**src/rtl/pd_loop_pkg.sv**
```systemverilog
`timescale 1ns/1ps
package pd_loop_pkg;
  // strobes and levels passed from sequencing control to the arithmetic path
  typedef struct packed {
    logic tick;       // this cycle runs one loop iteration
    logic firstTick;  // no iteration has run since reset
    logic phaseHigh;  // square wave currently in its positive half
  } ctlStrobes_t;
endpackage

```
**src/rtl/pd_loop_ctrl.sv**
```systemverilog
`timescale 1ns/1ps
module pd_loop_ctrl
  import pd_loop_pkg::*;
#(
  parameter int TICK_CYCLES  = 1000000,
  parameter int TOGGLE_TICKS = 100
) (
  input  logic        clk,
  input  logic        rst,
  output ctlStrobes_t strobes
);
  localparam int TW = (TICK_CYCLES > 1) ? $clog2(TICK_CYCLES) : 1;
  localparam int PW = (TOGGLE_TICKS > 1) ? $clog2(TOGGLE_TICKS) : 1;

  logic [TW-1:0] tickCnt;
  logic [PW-1:0] phaseCnt;
  logic          phaseHigh;
  logic          primed;
  logic          tickNow;

  assign tickNow = (tickCnt == TW'(TICK_CYCLES - 1));

  always_ff @(posedge clk) begin
    if (rst) begin
      tickCnt <= '0;
    end else if (tickNow) begin
      tickCnt <= '0;
    end else begin
      tickCnt <= tickCnt + 1'b1;
    end
  end

  // period count runs in both setpoint modes
  always_ff @(posedge clk) begin
    if (rst) begin
      phaseCnt  <= '0;
      phaseHigh <= 1'b0;
      primed    <= 1'b0;
    end else if (tickNow) begin
      primed <= 1'b1;
      if (phaseCnt == PW'(TOGGLE_TICKS - 1)) begin
        phaseCnt  <= '0;
        phaseHigh <= ~phaseHigh;
      end else begin
        phaseCnt <= phaseCnt + 1'b1;
      end
    end
  end

  always_comb begin
    strobes.tick      = tickNow;
    strobes.firstTick = ~primed;
    strobes.phaseHigh = phaseHigh;
  end
endmodule

```
**src/rtl/pd_loop_dp.sv**
```systemverilog
`timescale 1ns/1ps
module pd_loop_dp
  import pd_loop_pkg::*;
#(
  parameter int ENC_W      = 16,
  parameter int SP_W       = 16,
  parameter int DUTY_W     = 10,
  parameter int POS_SCALE  = 13,
  parameter int AMP        = 2458,
  parameter int FIXED_POS  = 0,
  parameter int KP         = 512,
  parameter int KD         = 1024,
  parameter int OUT_SHIFT  = 12,
  parameter int DUTY_LIMIT = 900
) (
  input  logic                    clk,
  input  logic                    rst,
  input  ctlStrobes_t             strobes,
  input  logic signed [ENC_W-1:0] encCount,
  input  logic                    squareMode,
  output logic [DUTY_W-1:0]       dutyMag,
  output logic                    drvFwd,
  output logic                    drvRev,
  output logic signed [SP_W-1:0]  setpointOut
);
  localparam int ERR_W = ENC_W + SP_W;
  localparam int ACC_W = ERR_W + 24;

  logic signed [SP_W-1:0]  spNext;
  logic signed [ERR_W-1:0] prevErr;
  logic signed [ACC_W-1:0] errA, diffA, rawA, clampA, magA;
  logic [DUTY_W-1:0]       dutyNext;

  always_comb begin
    if (squareMode) begin
      spNext = strobes.phaseHigh ? SP_W'(AMP) : SP_W'(-AMP);
    end else begin
      spNext = SP_W'(FIXED_POS);
    end

    errA  = ACC_W'(spNext) - ACC_W'(encCount) * ACC_W'(POS_SCALE);
    diffA = strobes.firstTick ? '0 : (errA - ACC_W'(prevErr));
    rawA  = (ACC_W'(KP) * errA + ACC_W'(KD) * diffA) >>> OUT_SHIFT;

    if (rawA > ACC_W'(DUTY_LIMIT)) begin
      clampA = ACC_W'(DUTY_LIMIT);
    end else if (rawA < ACC_W'(-DUTY_LIMIT)) begin
      clampA = ACC_W'(-DUTY_LIMIT);
    end else begin
      clampA = rawA;
    end

    magA     = clampA[ACC_W-1] ? -clampA : clampA;
    dutyNext = DUTY_W'(magA);
  end

  always_ff @(posedge clk) begin
    if (rst) begin
      prevErr     <= '0;
      dutyMag     <= '0;
      drvFwd      <= 1'b0;
      drvRev      <= 1'b0;
      setpointOut <= '0;
    end else if (strobes.tick) begin
      prevErr     <= ERR_W'(errA);
      dutyMag     <= dutyNext;
      drvFwd      <= (clampA > 0);
      drvRev      <= clampA[ACC_W-1];
      setpointOut <= spNext;
    end
  end
endmodule

```
**src/rtl/pd_loop.sv**
```systemverilog
`timescale 1ns/1ps
module pd_loop
  import pd_loop_pkg::*;
#(
  parameter int TICK_CYCLES  = 1000000,
  parameter int TOGGLE_TICKS = 100,
  parameter int ENC_W        = 16,
  parameter int SP_W         = 16,
  parameter int DUTY_W       = 10,
  parameter int POS_SCALE    = 13,
  parameter int AMP          = 2458,
  parameter int FIXED_POS    = 0,
  parameter int KP           = 512,
  parameter int KD           = 1024,
  parameter int OUT_SHIFT    = 12,
  parameter int DUTY_LIMIT   = 900
) (
  input  logic                    clk,
  input  logic                    rst,
  input  logic signed [ENC_W-1:0] encCount,
  input  logic                    squareMode,
  output logic [DUTY_W-1:0]       dutyMag,
  output logic                    drvFwd,
  output logic                    drvRev,
  output logic signed [SP_W-1:0]  setpointOut
);
  ctlStrobes_t strobes;

  pd_loop_ctrl #(
    .TICK_CYCLES (TICK_CYCLES),
    .TOGGLE_TICKS(TOGGLE_TICKS)
  ) u_ctrl (
    .clk    (clk),
    .rst    (rst),
    .strobes(strobes)
  );

  pd_loop_dp #(
    .ENC_W     (ENC_W),
    .SP_W      (SP_W),
    .DUTY_W    (DUTY_W),
    .POS_SCALE (POS_SCALE),
    .AMP       (AMP),
    .FIXED_POS (FIXED_POS),
    .KP        (KP),
    .KD        (KD),
    .OUT_SHIFT (OUT_SHIFT),
    .DUTY_LIMIT(DUTY_LIMIT)
  ) u_dp (
    .clk        (clk),
    .rst        (rst),
    .strobes    (strobes),
    .encCount   (encCount),
    .squareMode (squareMode),
    .dutyMag    (dutyMag),
    .drvFwd     (drvFwd),
    .drvRev     (drvRev),
    .setpointOut(setpointOut)
  );
endmodule

```
**config.mk**
```make
export PLATFORM = sky130hd
export DESIGN_NAME = pd_loop
export DESIGN_NICKNAME = d
export VERILOG_FILES = /design/src/rtl/pd_loop_pkg.sv /design/src/rtl/pd_loop_ctrl.sv /design/src/rtl/pd_loop_dp.sv /design/src/rtl/pd_loop.sv
export SDC_FILE = /design/constraint.sdc
export NUM_CORES = 1
export LEC_CHECK = 0
export ABC_CLOCK_PERIOD_IN_PS = 15800
export BUFFER_PORTS_ARGS = -buffer_cell sky130_fd_sc_hd__buf_4
export CAP_MARGIN = 5
export CORE_ASPECT_RATIO = 1.1
export CORE_MARGIN = 5
export CORE_UTILIZATION = 50
export CTS_CLUSTER_SIZE = 24
export DETAILED_ROUTE_END_ITERATION = 12
export GPL_TIMING_DRIVEN = 0
export PLACE_DENSITY = 0.67
export SLEW_MARGIN = 40
export SYNTH_ARGS = -nofsm -noshare
export SYNTH_HDL_FRONTEND = slang
export SYNTH_SLANG_ARGS = --single-unit
export TNS_END_PERCENT = 100
```
**constraint.sdc**
```tcl
create_clock -name clk -period 15.8 [get_ports clk]
set_clock_uncertainty 0.15 [all_clocks]
set_input_delay 0.79 -clock clk [delete_from_list [all_inputs] [get_ports clk]]
set_output_delay 0.79 -clock clk [all_outputs]
set_load 0.03 [all_outputs]
```
==> run summary, run 1 <==
status - finished clean
Synth area leader - ha_1
sum of negative setup slack - 0 ns
Pre-antenna DRT Iters - 5
Pwr Density - 174 nW/um^2
hold slack - 0.304 ns
GR Overflow Total - 0
port bufs - 45
Final Cell Area - 10400 sq um
R2R depth - 50
core area - 18500 sq um
Net Count, Synth - 1434
CP most frequent cell - ha_1
Synth Flop Type - dfxtp_1
synthesized area per cell - 7.48 sq um
wire length per cell - 14.1 microns
Synth Warn # - 0
Antenna diodes - 0
H-tree levels - 3
initial antenna violation count - 0
die width - 141 microns
met3 GRT Util - 0.0242
I/O Pins - 47
post-CTS sizing - 0
total power - 1810 uW
post-DP HPWL - 18400 microns
Total Wirelength - 22100 microns
Residual DRC - 0
Rel. slew slack - 0.516
placed instance area - 10100 sq um
RSZ-0062 raised after global routing - no
Max Root-Sink Buffers - 2
largest net degree at the start of global routing - 29
worst r2r src - u_ctrl.phaseHigh
DRT iter0 DRCs - 477
die area - 21700 sq um
Synth Instances - 1262
FF+latch count, synth - 66
Worst EP required - 15.87 ns
Commonest cells post-synth - inv_1 (137), ha_1 (126), nand2_1 (108)
ANT nets after route - 0
clk slew on worst S/H paths - 0.06 ns
gr busiest metal - met2
Slew @ Worst Pin - 0.725 ns
async set-or-reset flop fraction in the synthesized netlist - 0
EDFF count, synth - 0
num rows - 52
hold buffers post-CTS - 0
Initial Util - 0.511
# clock sinks - 66
via/cell ratio - 5.50
Placer Congestion - 0.895
Die H - 154 microns
delay of the slowest cell on the worst path - 0.65 ns
Skew-Pair Late Insertion Delay - 0.34 ns
Final setup viols - 0
count leader, synth - inv_1
Crit Path Max Fanout - 10
CTS root buf - clkbuf_16
register area share after synthesis - 0.140
share of cells above drive strength 1 - 0.0816
Mapped Area - 9450 sq um
Worst Path Arrival - 12.52 ns
slowest library cell on the worst path - fa_1
crit end category - register
final worst path period need - 12.44 ns
top cell type's share of synthesized area - 0.167
startpoint types - input pin
detailed-route via count - 8612
first-pass GRT wire length - 38300 microns
TritonCTS clock tree - built
Slew Viols, Final - 0
Nets - 1490
Hold Crit Class - reg -> reg
Post CTS Setup Buffer Count - 0
area growth from synthesis to layout - 10.3%
Inst Count DP - 1550
R2R setup slack - 3.59 ns
Fmax - 80.4 MHz
Non-Filler Instances - 1566
max-capacitance violation count - 0
Final period util - 0.788
Max rail drop VDD - 0.0933 mV
top cells by area, synth - ha_1 (17%), dfxtp_1 (14%), fa_1 (5.7%)
beginning of the critical path - squareMode
kind of critical path - in -> reg
terminus of the critical flop-to-flop path - u_dp.drvFwd
Synth cell types - 78
static leakage - 0.00460 uW
vias in the first global route - 8142
met1 usage - 0.268
Setup crit end - u_dp.drvFwd
CTS Buf Count - 9
met2 usage - 0.362
Total GRT Usage - 0.207
final hold violations - 0
## layer usage
metal	vias up	wire [microns]
met2	132	10700
li1	4536	-
met4	0	521
met1	3910	10300
met3	34	632
met5	-	0
## worst max-delay path: cells and delay by family
| kind | cells | cell delay [ns] |
|---|---|---|
| compound gates | 19 | 3.98 |
| xor+xnor | 1 | 0.32 |
| fa+ha+maj | 6 | 2.14 |
| buf+inv | 7 | 1.83 |
| mux | 1 | 0.14 |
| simple gates | 17 | 3.30 |
## final cells by class
class                           instances  area [sq um]
Multi-Input combinational cell        993          7300
Buffer                                 66           314
Timing Repair Buffer                   45           338
Fill cell                            1821          8060
Clock buffer                           12           267
Inverter                              137           514
Clock inverter                          4          56.3
Sequential cell                        66          1320
Tap cell                              243           304
## worst min-delay path by stage
| stage | from | to | slack (ns) | cells past startpoint |
|---|---|---|---|---|
| final | u_dp.prevErr[10] | u_dp.prevErr[10] | 0.30 | 2 |
| after global routing | u_dp.prevErr[4] | u_dp.prevErr[4] | 0.32 | 2 |
| after CTS | u_dp.prevErr[7] | u_dp.prevErr[7] | 0.31 | 2 |
| after detailed placement | u_dp.prevErr[19] | u_dp.prevErr[19] | 0.30 | 2 |
| after global placement | u_dp.prevErr[8] | u_dp.prevErr[8] | 0.29 | 2 |
| after floorplan | u_ctrl.tickCnt[0] | u_ctrl.tickCnt[0] | 0.28 | 1 |
## where the power goes
group	leakage, uW	total [uW]	internal (uW)	switching, uW
clock	0.000160	212	136	75.8
sequential	0.000532	168	167	0.539
combinational	0.00391	1430	558	870
## per-stage QoR
| step | worst slack [ns] | utilization |
|---|---|---|
| after detailed placement | 3.03 | 0.546 |
| after floorplan | 5.03 | - |
| after CTS | 3.32 | 0.563 |
| after global routing | 2.17 | 0.564 |
| after global placement | 2.91 | 0.546 |
| final | 3.36 | 0.564 |
## cells in the final DEF (no fill, tap or decap), types with 24 or more instances in the layout
| cell type | Yosys | layout |
|---|---|---|
| inv_1 | 137 | 137 |
| ha_1 | 126 | 126 |
| nand2_1 | 108 | 108 |
| a21oi_1 | 101 | 101 |
| nor2_1 | 101 | 100 |
| dfxtp_1 | 66 | 66 |
| buf_4 | 13 | 58 |
| o21ai_0 | 57 | 57 |
| xnor2_1 | 51 | 51 |
| xor2_1 | 50 | 50 |
| clkbuf_1 | 42 | 42 |
| a31oi_1 | 29 | 29 |
| nand4_1 | 27 | 27 |
| fa_1 | 27 | 27 |
| nor3_1 | 26 | 26 |
| nand3_1 | 24 | 24 |
## logic make-up (layout without fill, tap and decap cells)
| logic type | Yosys count | in the layout | share of synthesized area |
|---|---|---|---|
| and+or+nand+nor | 402 | 402 | 0.215 |
| adders and majority gates | 153 | 153 | 0.224 |
| muxes | 7 | 7 | 0.00782 |
| other | 1 | 1 | 0.000397 |
| xor gates and xnor gates | 101 | 101 | 0.0937 |
| AOI/OAI and AO/OA | 329 | 329 | 0.232 |
| DFF | 66 | 66 | 0.140 |
| buffers and inverters | 203 | 264 | 0.0877 |
## registers in the layout (all words and copies together), names as in the netlist
register / cells
u_dp.drvRev: 1
u_ctrl.phaseHigh: 1
u_dp.dutyMag: 10
u_dp.prevErr: 22
u_ctrl.tickCnt: 20
u_dp.setpointOut: 3
u_ctrl.phaseCnt: 7
u_ctrl.primed: 1
u_dp.drvFwd: 1
Power figures use the tool's default switching activity.
==> inputs of run 2 (changes only) <==
ABC_CLOCK_PERIOD_IN_PS = 12300   (was 15800)
clock period = 12.3 ns   (was 15.8 ns; I/O delays follow)
==> run 2 against run 1 <==
Against the previous run:
- flip-flop and latch count unchanged
- critical endpoint unchanged
- critical path depth increased by 3
- setup slack got worse by 2.4 ns
- utilization increased by 0.18 points
- highest routed layer unchanged
- via count about the same
- first-iteration DRC count increased by 0.42%
- total power increased by 29%
- clock power increased by 29%
- sequential power increased by 28%
==> run summary, run 2 (same netlist as run 1, synthesis figures left out) <==
status - finished clean
Final period util - 0.926
Non-Filler Instances - 1564 (-0.13%)
Worst Hold Launch - u_dp.prevErr[10]
max-capacitance violation count - 0 (unchanged)
Initial Util - 0.511 (unchanged)
Crit. path cell count - 54 (+5.9%)
Max Root-Sink Buffers - 2 (unchanged)
Slew Viols, Final - 0 (unchanged)
Skew-Pair Late Insertion Delay - 0.34 ns (about the same)
Final Cell Area - 10400 sq um (+0.32%)
TritonCTS clock tree - built
detailed-route via count - 8616 (+0.046%)
die width - 141 microns (unchanged)
die area - 21700 sq um (unchanged)
first-pass GRT wire length - 38300 microns (unchanged)
terminus of the critical flop-to-flop path - u_dp.drvFwd
total power - 2340 uW (+29%)
CTS Buf Count - 9 (unchanged)
most frequent cells in the layout - inv_1 (137), ha_1 (125), nand2_1 (108), nor2_1 (99), a21oi_1 (99)
number of flip-flops under the largest register name - 22 (unchanged)
Max rail drop VDD - 0.119 mV (+28%)
post-DP HPWL - 18400 microns (unchanged)
Place WS - -0.295 ns (-3.33 ns)
Die H - 154 microns (unchanged)
initial antenna violation count - 0 (unchanged)
largest net degree at the start of global routing - 29 (unchanged)
num rows - 52 (unchanged)
Worst EP required - 12.37 ns (-3.50 ns)
Pwr Density - 224 nW/um^2 (+29%)
kind of critical path - in -> reg
Worst Path Buf+Inv - 8 (+1)
Pre-antenna DRT Iters - 5 (unchanged)
vias in the first global route - 8142 (unchanged)
# clock sinks - 66 (unchanged)
port bufs - 45 (unchanged)
Total GRT Usage - 0.207 (unchanged)
via/cell ratio - 5.51 (+0.17%)
startpoint types - input pin
Fmax - 87.8 MHz
Placer Congestion - 0.895 (unchanged)
share of cells above drive strength 1 - 0.0908 (+0.00921)
Setup crit end - u_dp.drvFwd
Hold Crit Class - reg -> reg
Total Wirelength - 22200 microns (+0.41%)
H-tree levels - 3 (unchanged)
area growth from synthesis to layout - 10.6%
Antenna diodes - 0 (unchanged)
I/O Pins - 47 (unchanged)
R2R setup slack - 1.18 ns (-2.41 ns)
Inst Count DP - 1550 (unchanged)
hold slack - 0.304 ns (-0.0000430 ns)
Worst Path Arrival - 11.46 ns (-1.06 ns)
R2R depth - 50 (unchanged)
final worst path period need - 11.39 ns
Slew @ Worst Pin - 0.733 ns (+0.00798 ns)
slowest library cell on the worst path - fa_1
Largest regs - u_dp.prevErr: 22 flops, u_ctrl.tickCnt: 20 flops, u_dp.dutyMag: 10 flops
worst r2r src - u_ctrl.phaseHigh
crit end category - register
FILL cells - 1813 (-0.44%)
commonest non-fill, non-tap cell in the layout - inv_1
placed instance area - 10100 sq um (unchanged)
delay of the slowest cell on the worst path - 0.52 ns (-0.13 ns)
CP most frequent cell - ha_1
Crit Path Max Fanout - 10 (unchanged)
family with the most delay on the worst path - compound AO/OA/AOI/OAI gates
Final WS setup - 0.910 ns (-2.45 ns)
Final setup viols - 0 (unchanged)
Biggest register - u_dp.prevErr
final hold violations - 0 (unchanged)
DRT iter0 DRCs - 479 (+0.42%)
Nets - 1488 (-0.13%)
wire length per cell - 14.2 microns (+0.54%)
GR Overflow Total - 0 (unchanged)
static leakage - 0.00462 uW (+0.30%)
core area - 18500 sq um (unchanged)
clk slew on worst S/H paths - 0.06 ns (about the same)
Residual DRC - 0 (unchanged)
ANT nets after route - 0 (unchanged)
CTS root buf - clkbuf_16
beginning of the critical path - encCount[3]
Rel. slew slack - 0.511 (-0.00532)
[run 2: cell types whose count changed in the layout (fill, tap and decap cells not counted), sizes merged]
cell and delta:
buf +1, clkbuf -3
[run 2: worst register-to-register path, delay by kind of cell (launching register included)]
family	cells	cell delay [ns]
compound gates	19	3.79
simple gates	17	2.83
fa+ha+maj	6	2.31
buf+inv	6	1.24
flops	1	0.36
xor+xnor	2	0.32
[run 2: repair_timing]
action / 4_1_cts / 5_1_grt
setup endpoints to repair: 1 / 8
buffers inserted: 0 / 1
resized for setup: 1 / 13
hold buffers: 0 / 0
pin swaps: 0 / 3
[run 2: worst min-delay path by stage]
stage	endpoint	slack, ns	cells past startpoint
4_1_cts	u_dp.prevErr[7]	0.31	2
2_1_floorplan	u_ctrl.tickCnt[0]	0.28	1
6_report	u_dp.prevErr[10]	0.30	2
5_1_grt	u_dp.prevErr[4]	0.32	2
3_3_place_gp	u_dp.prevErr[8]	0.29	2
3_5_place_dp	u_dp.prevErr[19]	0.30	2
[run 2: power by group]
part	total [uW]	internal, uW	leakage (uW)	switching, uW
Combinational	1850	728	0.00392	1120
Sequential	215	215	0.000532	0.693
Clock	273	175	0.000160	97.6
Total	2340	1120	0.00462	1220
[run 2: area by class of cell]
| cell class | count | area [sq um] | area share |
|---|---|---|---|
| timing repair buffer | 46 | 345 | 0.0331 |
| multi-input combinational | 993 | 7330 | 0.702 |
| clock buffer | 12 | 267 | 0.0255 |
| clock inverter | 4 | 56.3 | 0.00539 |
| buffer | 63 | 305 | 0.0292 |
| tap | 243 | 304 | 0.0291 |
| sequential | 66 | 1320 | 0.126 |
| inverter | 137 | 514 | 0.0492 |
[run 2: per-layer routing]
| layer | share of wire | global-route usage | wire (microns) | vias to the layer above |
|---|---|---|---|---|
| met5 | 0 | 0 | 0 | - |
| li1 | - | - | - | 4542 |
| met4 | 0.023 | 0.0623 | 507 | 0 |
| met2 | 0.49 | 0.362 | 10800 | 135 |
| met1 | 0.47 | 0.268 | 10300 | 3906 |
| met3 | 0.026 | 0.0242 | 583 | 33 |
[run 2: through the flow]
stage               setup TNS (ns)  utilization
floorplan                        0            -
global placement            -0.530        0.546
detailed placement          -0.295        0.546
CTS                              0        0.564
global route               -0.0304        0.565
finish                           0        0.565
==> inputs of run 3 (changes only) <==
REMOVE_ABC_BUFFERS = 1   (was not set)
SLEW_MARGIN = 0   (was 40)
==> run 3 against run 2 <==
Against the previous run:
- cell area fell by 2.6%
- critical path type unchanged
- clock-buffer cell count fell by 2
- setup slack got worse by 0.087 ns
- first-iteration DRC count fell by 12%
- largest cell class unchanged
- total power fell by 1.4%
- maximum frequency fell by 0.76%
- combinational power fell by 2%
- critical path depth fell by 7
- highest routed layer unchanged
==> run summary, run 3 (same netlist as run 1, synthesis figures left out) <==
clk slew on worst S/H paths - 0.06 ns (about the same)
Total Wirelength - 21100 microns (-5.1%)
die area - 21700 sq um (unchanged)
Worst Path Arrival - 11.53 ns (+0.07 ns)
static leakage - 0.00445 uW (-3.5%)
Crit. path cell count - 47 (-13%)
hold path depth - 2 (unchanged)
Antenna diodes - 0 (unchanged)
CTS Buf Count - 9 (unchanged)
final hold violations - 0 (unchanged)
Worst EP required - 12.36 ns (about the same)
I/O Pins - 47 (unchanged)
kind of critical path - in -> reg
slowest library cell on the worst path - nor3_4
status - finished clean
Post CTS Setup Buffer Count - 0 (unchanged)
Crit Path Max Fanout - 17 (+7)
Residual DRC - 0 (unchanged)
Biggest register - u_dp.prevErr
vias in the first global route - 7988 (-1.9%)
family with the most delay on the worst path - simple AND/OR/NAND/NOR gates
area growth from synthesis to layout - 7.72%
Max Root-Sink Buffers - 2 (unchanged)
delay of the slowest cell on the worst path - 0.57 ns (+0.05 ns)
Final setup viols - 0 (unchanged)
crit end category - register
R2R depth - 43 (-14%)
placed instance area - 9820 sq um (-2.7%)
startpoint types - input pin
# clock sinks - 66 (unchanged)
GR Overflow Total - 0 (unchanged)
DRT iter0 DRCs - 422 (-12%)
TritonCTS clock tree - built
Initial Util - 0.511 (unchanged)
post-DP HPWL - 17000 microns (-7.9%)
Fmax - 87.1 MHz (-0.76%)
most frequent cells in the layout - inv_1 (137), ha_1 (125), nand2_1 (108), nor2_1 (101), a21oi_1 (101)
number of flip-flops under the largest register name - 22 (unchanged)
die width - 141 microns (unchanged)
Pre-antenna DRT Iters - 5 (unchanged)
Place WS - -1.03 ns (-0.735 ns)
Final WS setup - 0.822 ns (-0.0874 ns)
via/cell ratio - 5.62 (+1.9%)
Final Cell Area - 10200 sq um (-2.6%)
CP most frequent cell - ha_1
Hold Crit Class - reg -> reg
H-tree levels - 3 (unchanged)
Placer Congestion - 0.890 (-0.58%)
initial antenna violation count - 0 (unchanged)
final worst path period need - 11.48 ns (+0.0874 ns)
max-capacitance violation count - 0 (unchanged)
CTS root buf - clkbuf_16
Skew-Pair Late Insertion Delay - 0.33 ns (about the same)
Final period util - 0.933 (+0.00710)
Die H - 154 microns (unchanged)
first-pass GRT wire length - 36400 microns (-4.9%)
hold slack - 0.303 ns (-0.000671 ns)
Slew @ Worst Pin - 1.16 ns (+0.424 ns)
Largest regs - u_dp.prevErr: 22 flops, u_ctrl.tickCnt: 20 flops, u_dp.dutyMag: 10 flops
Finished Core Util - 0.551 (-0.0148)
share of cells above drive strength 1 - 0.0731 (-0.0178)
commonest non-fill, non-tap cell in the layout - inv_1
Total GRT Usage - 0.194 (-0.0132)
ANT nets after route - 0 (unchanged)
Slew Viols, Final - 0 (unchanged)
Nets - 1426 (-4.2%)
Max rail drop VDD - 0.0963 mV (-19%)
hold buffers post-CTS - 0 (unchanged)
port bufs - 45 (unchanged)
num rows - 52 (unchanged)
Pwr Density - 227 nW/um^2 (+1.3%)
core area - 18500 sq um (unchanged)
Rel. slew slack - 0.228 (-0.284)
detailed-route via count - 8434 (-2.1%)
wire length per cell - 14.0 microns (-1.2%)
largest net degree at the start of global routing - 38 (+31%)
Worst Path Buf+Inv - 4 (-4)
[run 3: final cells by class]
type / count / area, sq um
Inverter: 137 / 514
Tap cell: 243 / 304
Fill cell: 1854 / 8300
Clock buffer: 10 / 229
Clock inverter: 6 / 91.3
Sequential cell: 66 / 1320
Timing Repair Buffer: 47 / 380
Multi-Input combinational cell: 993 / 7330
[run 3: worst paths after layout]
check                                 startpoint               end  slack [ns]
worst max-delay path                 encCount[3]       u_dp.drvFwd        0.82
worst min-delay path            u_dp.prevErr[14]  u_dp.prevErr[14]        0.30
worst max register to register  u_ctrl.phaseHigh       u_dp.drvFwd        1.06
worst min register to register  u_dp.prevErr[14]  u_dp.prevErr[14]        0.30
[run 3: what timing repair did]
action | CTS | global route
endpoints found under the hold margin | 0 | 0
setup endpoints to repair | 10 | 10
gates resized for setup | 3 | 7
[run 3: power breakdown]
group	total [uW]	internal, uW	leakage (uW)	switching (uW)
sequential	215	215	0.000532	0.707
combinational	1810	716	0.00378	1100
clock	278	178	0.000145	99.8
[run 3: stage by stage]
stage	TNS, ns	total power [uW]	cells
3_5_place_dp	-6.63	2000	1486
3_3_place_gp	-5.11	1990	1484
2_1_floorplan	0	1660	1196
6_report	0	2310	1502
5_1_grt	-0.0411	2570	1502
4_1_cts	0	2300	1502
[run 3: metal layers]
layer / GRT usage / vias up / part of all wire
met5: 0 / - / 0
met4: 0.0526 / 0 / 0.016
met3: 0.0205 / 19 / 0.021
met2: 0.345 / 114 / 0.48
met1: 0.249 / 3895 / 0.48
li1: - / 4406 / -
[run 3: worst register-to-register path, delay by kind of cell (launching register included)]
kind                     cells  cell delay (ns)
AND/OR/NAND/NOR             20             4.33
AO/OA/AOI/OAI               12             2.89
adder cells (fa/ha/maj)      6             2.63
buffers and inverters        2             0.47
flip-flops                   1             0.36
XOR/XNOR                     2             0.20
multiplexers                 1             0.12
